<file path="src/rtl/sclg_pkg.sv">
package sclg_pkg;

   typedef enum logic [2:0] {
      PH_OFF  = 3'd0,
      PH_LEAD = 3'd1,
      PH_IDLE = 3'd2,
      PH_HIGH = 3'd3,
      PH_LOW  = 3'd4
   } phase_t;

endpackage

</file>
<file path="src/rtl/sclg_counter.sv">
module sclg_counter #(
   parameter int W = 17
) (
   input  logic         clk,
   input  logic         rst_n,
   input  logic         clr,
   input  logic         inc,
   output logic [W-1:0] q
);
   localparam logic [W-1:0] ONE = W'(1);

   always_ff @(posedge clk or negedge rst_n) begin
      if (!rst_n)
         q <= '0;
      else if (clr)
         q <= '0;
      else if (inc)
         q <= q + ONE;
   end
endmodule

</file>
<file path="src/rtl/sclg_idle_timer.sv">
module sclg_idle_timer #(
   parameter int W = 16
) (
   input  logic         clk,
   input  logic         rst_n,
   input  logic         run,
   input  logic [W-1:0] limit,
   output logic         reached
);
   localparam logic [W-1:0] ONE = W'(1);
   logic [W-1:0] q;

   // saturating: stops at the limit so a long idle never wraps
   always_ff @(posedge clk or negedge rst_n) begin
      if (!rst_n)
         q <= '0;
      else if (!run)
         q <= '0;
      else if (q < limit)
         q <= q + ONE;
   end

   assign reached = (q >= limit);
endmodule

</file>
<file path="src/rtl/sclg_phase_fsm.sv">
module sclg_phase_fsm
   import sclg_pkg::*;
(
   input  logic   clk,
   input  logic   rst_n,
   input  logic   en,
   input  logic   bit_req,
   input  logic   bus_ok,
   input  logic   term,
   output phase_t ph,
   output phase_t ph_nxt
);
   always_comb begin
      ph_nxt = ph;
      if (!en) begin
         ph_nxt = PH_OFF;
      end else begin
         unique case (ph)
            PH_OFF:  ph_nxt = PH_LEAD;
            PH_LEAD: if (term) ph_nxt = PH_IDLE;
            PH_IDLE: if (bit_req && bus_ok) ph_nxt = PH_HIGH;
            PH_HIGH: if (term) ph_nxt = PH_LOW;
            PH_LOW:  if (term) ph_nxt = bit_req ? PH_HIGH : PH_IDLE;
            default: ph_nxt = PH_OFF;
         endcase
      end
   end

   always_ff @(posedge clk or negedge rst_n) begin
      if (!rst_n)
         ph <= PH_OFF;
      else
         ph <= ph_nxt;
   end
endmodule

</file>
<file path="src/rtl/sclg_timing.sv">
module sclg_timing
   import sclg_pkg::*;
#(
   parameter int CW       = 16,
   parameter int EDGE_PAD = 19,
   parameter int STRETCH  = 1
) (
   input  logic          clk,
   input  logic          rst_n,
   input  logic          en,
   input  logic          bit_req,
   input  logic          scl_in,
   input  logic [CW-1:0] hi_cnt,
   input  logic [CW-1:0] rx_cnt,
   input  logic [CW-1:0] lo_cnt,
   input  logic [CW-1:0] tx_cnt,
   input  logic [CW-1:0] free_cnt,
   input  logic [CW-1:0] lead_cnt,
   output logic          scl_out,
   output logic          sample_stb,
   output logic          launch_stb,
   output logic          bit_done,
   output logic          bus_free
);
   // one spare bit so count + pad never wraps
   localparam int PW = CW + 1;
   localparam logic [PW-1:0] PAD_V = PW'(EDGE_PAD);

   generate
      if (CW < 2) begin : g_bad_cw
         $error("sclg_timing: CW must be at least 2");
      end
      if (EDGE_PAD < 0 || EDGE_PAD >= (1 << CW)) begin : g_bad_pad
         $error("sclg_timing: EDGE_PAD out of range for CW");
      end
      if (STRETCH != 0 && STRETCH != 1) begin : g_bad_str
         $error("sclg_timing: STRETCH must be 0 or 1");
      end
   endgenerate

   phase_t        ph, ph_nxt;
   logic [PW-1:0] cnt;
   logic [PW-1:0] ph_len;
   logic [PW:0]   cnt_inc;
   logic          line_hi;
   logic          adv;
   logic          timed;
   logic          term;
   logic          cnt_clr;
   logic          idle_run;
   logic          idle_reached;
   logic          bus_ok;

   // variant: whether a held-low line freezes the high phase
   generate
      if (STRETCH != 0) begin : g_stretch
         assign line_hi = scl_in;
      end else begin : g_no_stretch
         assign line_hi = 1'b1;
      end
   endgenerate

   always_comb begin
      unique case (ph)
         PH_LEAD: ph_len = {1'b0, lead_cnt};
         PH_HIGH: ph_len = {1'b0, hi_cnt} + PAD_V;
         PH_LOW:  ph_len = {1'b0, lo_cnt} + PAD_V;
         default: ph_len = '0;
      endcase
   end

   assign timed   = (ph == PH_LEAD) || (ph == PH_HIGH) || (ph == PH_LOW);
   assign adv     = (ph == PH_HIGH) ? line_hi : 1'b1;
   assign cnt_inc = {1'b0, cnt} + {{PW{1'b0}}, 1'b1};
   assign term    = timed && adv && (cnt_inc >= {1'b0, ph_len});
   assign cnt_clr = (ph_nxt != ph) || !timed;

   assign idle_run = (ph == PH_IDLE) && scl_in;
   assign bus_ok   = idle_run && idle_reached;

   sclg_phase_fsm i_fsm (
      .clk     (clk),
      .rst_n   (rst_n),
      .en      (en),
      .bit_req (bit_req),
      .bus_ok  (bus_ok),
      .term    (term),
      .ph      (ph),
      .ph_nxt  (ph_nxt)
   );

   sclg_counter #(.W(PW)) i_phase_cnt (
      .clk   (clk),
      .rst_n (rst_n),
      .clr   (cnt_clr),
      .inc   (adv),
      .q     (cnt)
   );

   sclg_idle_timer #(.W(CW)) i_idle (
      .clk     (clk),
      .rst_n   (rst_n),
      .run     (idle_run),
      .limit   (free_cnt),
      .reached (idle_reached)
   );

   assign scl_out    = (ph != PH_LOW);
   assign sample_stb = (ph == PH_HIGH) && adv && (cnt == {1'b0, rx_cnt});
   assign launch_stb = (ph == PH_LOW) && (cnt == {1'b0, tx_cnt});
   assign bit_done   = (ph == PH_LOW) && term;
   assign bus_free   = bus_ok;

endmodule

</file>
<file path="config.mk">
export PLATFORM = sky130hd
export DESIGN_NAME = sclg_timing
export DESIGN_NICKNAME = d
export VERILOG_FILES = /design/src/rtl/sclg_pkg.sv /design/src/rtl/sclg_counter.sv /design/src/rtl/sclg_idle_timer.sv /design/src/rtl/sclg_phase_fsm.sv /design/src/rtl/sclg_timing.sv
export SDC_FILE = /design/constraint.sdc
export NUM_CORES = 1
export LEC_CHECK = 0
export BUFFER_PORTS_ARGS = -buffer_cell sky130_fd_sc_hd__buf_2
export CAP_MARGIN = 20
export CORE_ASPECT_RATIO = 0.9
export CORE_MARGIN = 1
export CORE_UTILIZATION = 54
export CTS_CLUSTER_DIAMETER = 60
export CTS_CLUSTER_SIZE = 20
export DETAILED_ROUTE_END_ITERATION = 10
export HOLD_SLACK_MARGIN = 0.06
export PLACE_DENSITY_LB_ADDON = 0.12
export SLEW_MARGIN = 15
export SYNTH_ARGS = -nofsm -noshare
export SYNTH_HDL_FRONTEND = slang
export SYNTH_SLANG_ARGS = --single-unit
</file>
<file path="constraint.sdc">
create_clock -name clk -period 5.5 [get_ports clk]
set_input_delay 1.1 -clock clk [delete_from_list [all_inputs] [get_ports clk]]
set_output_delay 1.1 -clock clk [all_outputs]
set_load 0.1 [all_outputs]
</file>
; After elaboration in Yosys (flattened, before gate mapping)
; Index checks and enable logic that the tools add are counted.
; W data, S select, Z words.
[classes]
addsub = 5
magnitude_cmp = 3
eq_ne = 9
muxes = 13
reduce_logical = 15
[op_table]
columns = cell, count
row1 = $pmux W17 S3, 1
row2 = $add A16 B5 Y17 const B, 2
row3 = $eq A17 B16 Y1, 2
row4 = $mux W17, 2
row5 = $mux W16, 2
row6 = $add A17 B1 Y18 const B, 1
row7 = $ge A18 B17 Y1, 1
row8 = $add A17 B1 Y17 const B, 1
row9 = $add A16 B1 Y16 const B, 1
row10 = $ge A16 B16 Y1, 1
row11 = $lt A16 B16 Y1, 1
row12 = $mux W3, 5
row13 = $pmux W3 S5, 1
row14 = $logic_and A1 B1 Y1, 9
row15 = $eq A3 B2 Y1 const B, 2
row16 = $eq A3 B1 Y1 const B, 1
row17 = $eq A3 B3 Y1 const B, 1
row18 = $logic_not A3 Y1, 1
row19 = $logic_or A1 B1 Y1, 3
row20 = $ne A3 B3 Y1, 1
row21 = $ne A3 B3 Y1 const B, 1
row22 = $mux W1, 2
row23 = $ne A2 B2 Y1 const B, 1
row24 = $reduce_bool A2 Y1, 1
row25 = $logic_not A1 Y1, 1
[word_totals]
regBits = 36
out_inout_bits = 5
wordCells = 48

; Logic depth before layout (Yosys ltp)
[logic_depth]
depth_word = 11
depth_mapped = 21
ltp_nobuf = 17

; Cells and area by module
; From an unflattened synthesis, not the netlist that was laid out.
[hier_totals]
cells_unflattened = 532
hier_area_um2 = 4399.2
[by_module_without_submodules]
columns = mod, instances, cells_each, area_per_inst_um2, seq_area_each_um2
row1 = sclg_timing, 1, 266, 1909.3, 0.0
row2 = sclg_idle_timer, 1, 162, 1437.6, 400.4
row3 = sclg_counter, 1, 85, 872.1, 425.4
row4 = sclg_phase_fsm, 1, 19, 180.2, 75.1

; Least setup slack after synthesis
; Ideal clock, no wire load.
[synth_timing]
path_kind = register to output
start = register i_fsm.ph[1]
end = output bit_done
t_arrival_ns = 4.793
required_time_ns = 4.400
path_slack_ns = -0.393
path_stages_with_launch = 20
path_buffers = 4
cell_sequence = dfrtp_1 buf_2 nor3b_4 inv_1 buf_6 buf_2 mux2i_1 ha_1 o21a_1 nor2_2 nand2_1 xnor2_1 a22oi_1 ha_1 nand4_1 nor3_1 o41a_1 and3b_1 buf_6 nor2_1
[synth_between]
elab_chain_len = 6
[synth_rtl]
columns = item, line_no
row1 = "start, declared", sclg_phase_fsm.sv:10  ; output phase_t ph,
row2 = "start signal, assigned", sclg_phase_fsm.sv:33  ; ph <= ph_nxt;
row3 = branches (longest 5 deep; another with $ge A18 B17 Y1), n/a
row4 = $logic_and A1 B1 Y1 *, sclg_timing.sv:111  ; assign bit_done = (ph == PH_LOW) && term;
row5 = "end, declared", sclg_timing.sv:22  ; output logic bit_done,
; Mark *: on every way between the ends.

; Worst setup path in the final report
; Same ends and word-level chain as after synthesis.

==> metrics.cfg <==
[timing]
rsz0062_at_grt = false
finClkSkew_ns = 0.00312
worstMarginPinSlew_ns = 1.03
fin_crit_ns = 5.25
setup_violations = 0
slew_viol_final = 0
fin_crit_sh = 0.954
setup-tns-final_ns = 0
fmaxAchievable_ghz = 0.191
hold_violations = 0
slew_headroom = 0.316

[drt]
postRouteWirelength_um = 10500
vias_per_cell = 5.81
dr.pass1.iters = 5
vias = 4006
wl_per_cell_um = 15.2
drt_iter0_markers = 254
drc = 0
ant_nets = 0

[job]
cap_violations = 0

[floorplanning]
die_width_um = 92.8
pin_count = 106
core_area_um2 = 7110
rows = 29
dieArea_um2 = 7770
start_util = 0.564
die_y_um = 83.7

[global_route]
grt_pass1_vias = 3886
antenna_found_initial = 0
grt_max_degree = 37
grt_pass1_wl_um = 17700
grt.total_usage = 0.283
overflow = 0

[power]
comb_power_share = 0.226
p_leak_nw = 2.26
power.density_nw_per_um2 = 138
p_clk_frac = 0.357
p_total_uw = 653
seqPwrFrac = 0.417
p_switching_uw = 182
swShare = 0.279
ir_worst_vdd_mv = 0.140
p_int_uw = 471

[clock_network]
root_buffer = clkbuf_8
cts_tree = yes
clock_sinks = 36
cts_buffers = 5
clockBufferDepth = 2
cts.clk_slew.worst_paths_ns = 0.07
htree_num_levels = 2
clock_latency_ns = 0.29

[critical_path]
crit_family = compound AO/OA/AOI/OAI gates
crit_buf_inv = 3
crit_slowest_cell = dfrtp_2
path_class = reg2out
rr_startpoint = i_fsm.ph[1]
worst-endpoint-required_ns = 4.40
endpoint_kind = output pin
crit_arrival_ns = 4.15
timing.critical_path.from = i_fsm.ph[1]
cp-start-kind = flop
critical_path.max_fanout = 15
crit_path_cell_trace = nor3b_4 -> inv_1 -> buf_4 -> mux2i_1 -> ha_1 -> o21a_1 -> nor2_4 -> nand2_1 -> xnor2_1 -> a22oi_1 -> ha_1 -> o21ai_0 -> nor2_1 -> o41a_1 -> and3b_1 -> nor2_2 -> buf_4
max_stage_delay_ns = 0.48

[logic_synthesis]
synth-edff-count = 0
synthCells = 503
yosys_register_bits = 36
syn-num-nets = 640
synth_ff_type = dfrtp_1
syn_area_per_cell_um2 = 7.97
yosysSeqAreaShare = 0.225
yosys_warnings = 0
syn_area_um2 = 4010
synth-async-reset-ratio = 1.00
synth.distinct_cells = 56

[placement]
dp_hpwl_um = 8430
gp_congestion = 0.871
portBuffers = 105

[layout]
n_antenna_cell = 0
drive_gt1_frac = 0.240
fin_nets = 732
fillCellCount = 616
syn2layout_area_growth_pct = 17.8

[status]
status = completed

[min_path]
hold_start = i_idle.q[9]
hp-class = reg2reg

## layout by cell type (no fill, tap or decap), drive strengths merged, types with 2 or more instances in the layout
master | Yosys | routed
and2 | 4 | 4
nand2 | 42 | 42
and3b | 3 | 3
o2bb2ai | 5 | 5
nor2 | 48 | 48
nand3b | 2 | 2
clkbuf | 13 | 6
nand4 | 18 | 18
dfrtp | 36 | 36
a31oi | 2 | 2
or4 | 2 | 2
nor3b | 2 | 2
ha | 36 | 36
a21oi | 28 | 28
a211oi | 2 | 2
xnor2 | 31 | 31
nor2b | 2 | 2
a22oi | 11 | 11
nand2b | 5 | 5
nor3 | 15 | 15
buf | 14 | 112
o22ai | 2 | 2
nor4 | 11 | 11
inv | 25 | 25
or3 | 13 | 13
nand3 | 26 | 26
mux2 | 2 | 2
o21ai | 21 | 21
a21o | 11 | 11
mux2i | 17 | 17
nor4b | 2 | 2
xor2 | 38 | 38
## cell type report
type / instances / area, um2 / share of cell area
tap: 93 / 116 / 0.0247
multi-input combinational: 415 / 2910 / 0.617
inverter: 25 / 93.8 / 0.0199
clock buffer: 6 / 72.6 / 0.0154
sequential: 36 / 903 / 0.191
timing repair buffer: 112 / 584 / 0.124
clock inverter: 2 / 35.0 / 0.00742
## flip-flops by register name, summed over array words and instances (netlist names)
register and flops:
i_phase_cnt.q 17, i_idle.q 16, i_fsm.ph 3
## stage by stage
stage	utilization	worst slack [ns]	cells	hold slack (ns)	cell area [um2]
after floorplan	-	0.0812	503	0.534	4020
after global placement	0.643	0.261	680	0.563	4570
after detailed placement	0.643	0.167	680	0.566	4570
after CTS	0.659	0.0514	688	0.583	4690
after global routing	0.664	0.00865	689	0.617	4720
final	0.664	0.251	689	0.576	4720
## layer usage
layer / GRT usage / vias up / part of all wire
met5: 0 / - / 0
met1: 0.365 / 1870 / 0.44
met3: 0.0510 / 27 / 0.055
li1: - / 1973 / -
met4: 0.0839 / 0 / 0.021
met2: 0.478 / 136 / 0.48
## what timing repair did
item,in CTS,in global routing
endpoints found under the hold margin,0,0
gates resized for setup,1,9
buffers inserted,0,1
hold buffers,0,0
endpoints found under the setup margin,1,1
pin swaps,0,2
## worst min-delay path, stage by stage (launching register included)
cell,delay [ns]
dfrtp_1,0.38
xnor2_1,0.13
nor2_1,0.04
## power by group through the flow
| stage | combinational, mW | clock (mW) | sequential, mW |
|---|---|---|---|
| 3_3_place_gp | 0.139 | 0 | 0.277 |
| 5_1_grt | 0.166 | 0.248 | 0.273 |
| 2_1_floorplan | 0.0793 | 0 | 0.275 |
| 6_report | 0.147 | 0.233 | 0.272 |
| 3_5_place_dp | 0.144 | 0 | 0.277 |
| 4_1_cts | 0.146 | 0.236 | 0.272 |
## cell families (layout without fill, tap and decap cells)
group / count (synthesis) / count (layout) / share of synthesized area
and+or+nand+nor: 199 / 199 / 0.259
xor gates and xnor gates: 69 / 69 / 0.151
AOI/OAI and AO/OA: 92 / 92 / 0.146
muxes: 19 / 19 / 0.0481
DFF: 36 / 36 / 0.225
adders and majority gates: 36 / 36 / 0.112
buffers and inverters: 52 / 145 / 0.0584
## synthesized netlist by cell type (5+ instances only)
cell	count	share of area
nor2_1	47	0.044
nand2_1	42	0.039
xor2_1	38	0.083
dfrtp_1	36	0.22
ha_1	36	0.11
xnor2_1	31	0.068
a21oi_1	28	0.035
inv_1	25	0.023
nand3_1	24	0.030
o21ai_0	21	0.026
nand4_1	18	0.028
mux2i_1	17	0.042
nor3_1	14	0.017
clkbuf_1	13	0.012
a21o_1	11	0.021
a22oi_1	11	0.021
nor4_1	11	0.017
or3_1	10	0.016
buf_2	7	0.0087
nand2b_1	5	0.0078
o2bb2ai_1	5	0.011
## path summary, 6_finish.rpt
check / end / slack (ns) / cells after the start
min reg2reg: i_idle.q[9] / 0.58 / 2
min: i_idle.q[9] / 0.58 / 2
max reg2reg: i_phase_cnt.q[11] / 1.22 / 18
min in group asynchronous: i_phase_cnt.q[4] / 0.91 / 1
max in group asynchronous: i_fsm.ph[1] / 4.01 / 1
max: bit_done / 0.25 / 17
No activity file was read; power rests on OpenSTA's default activity.
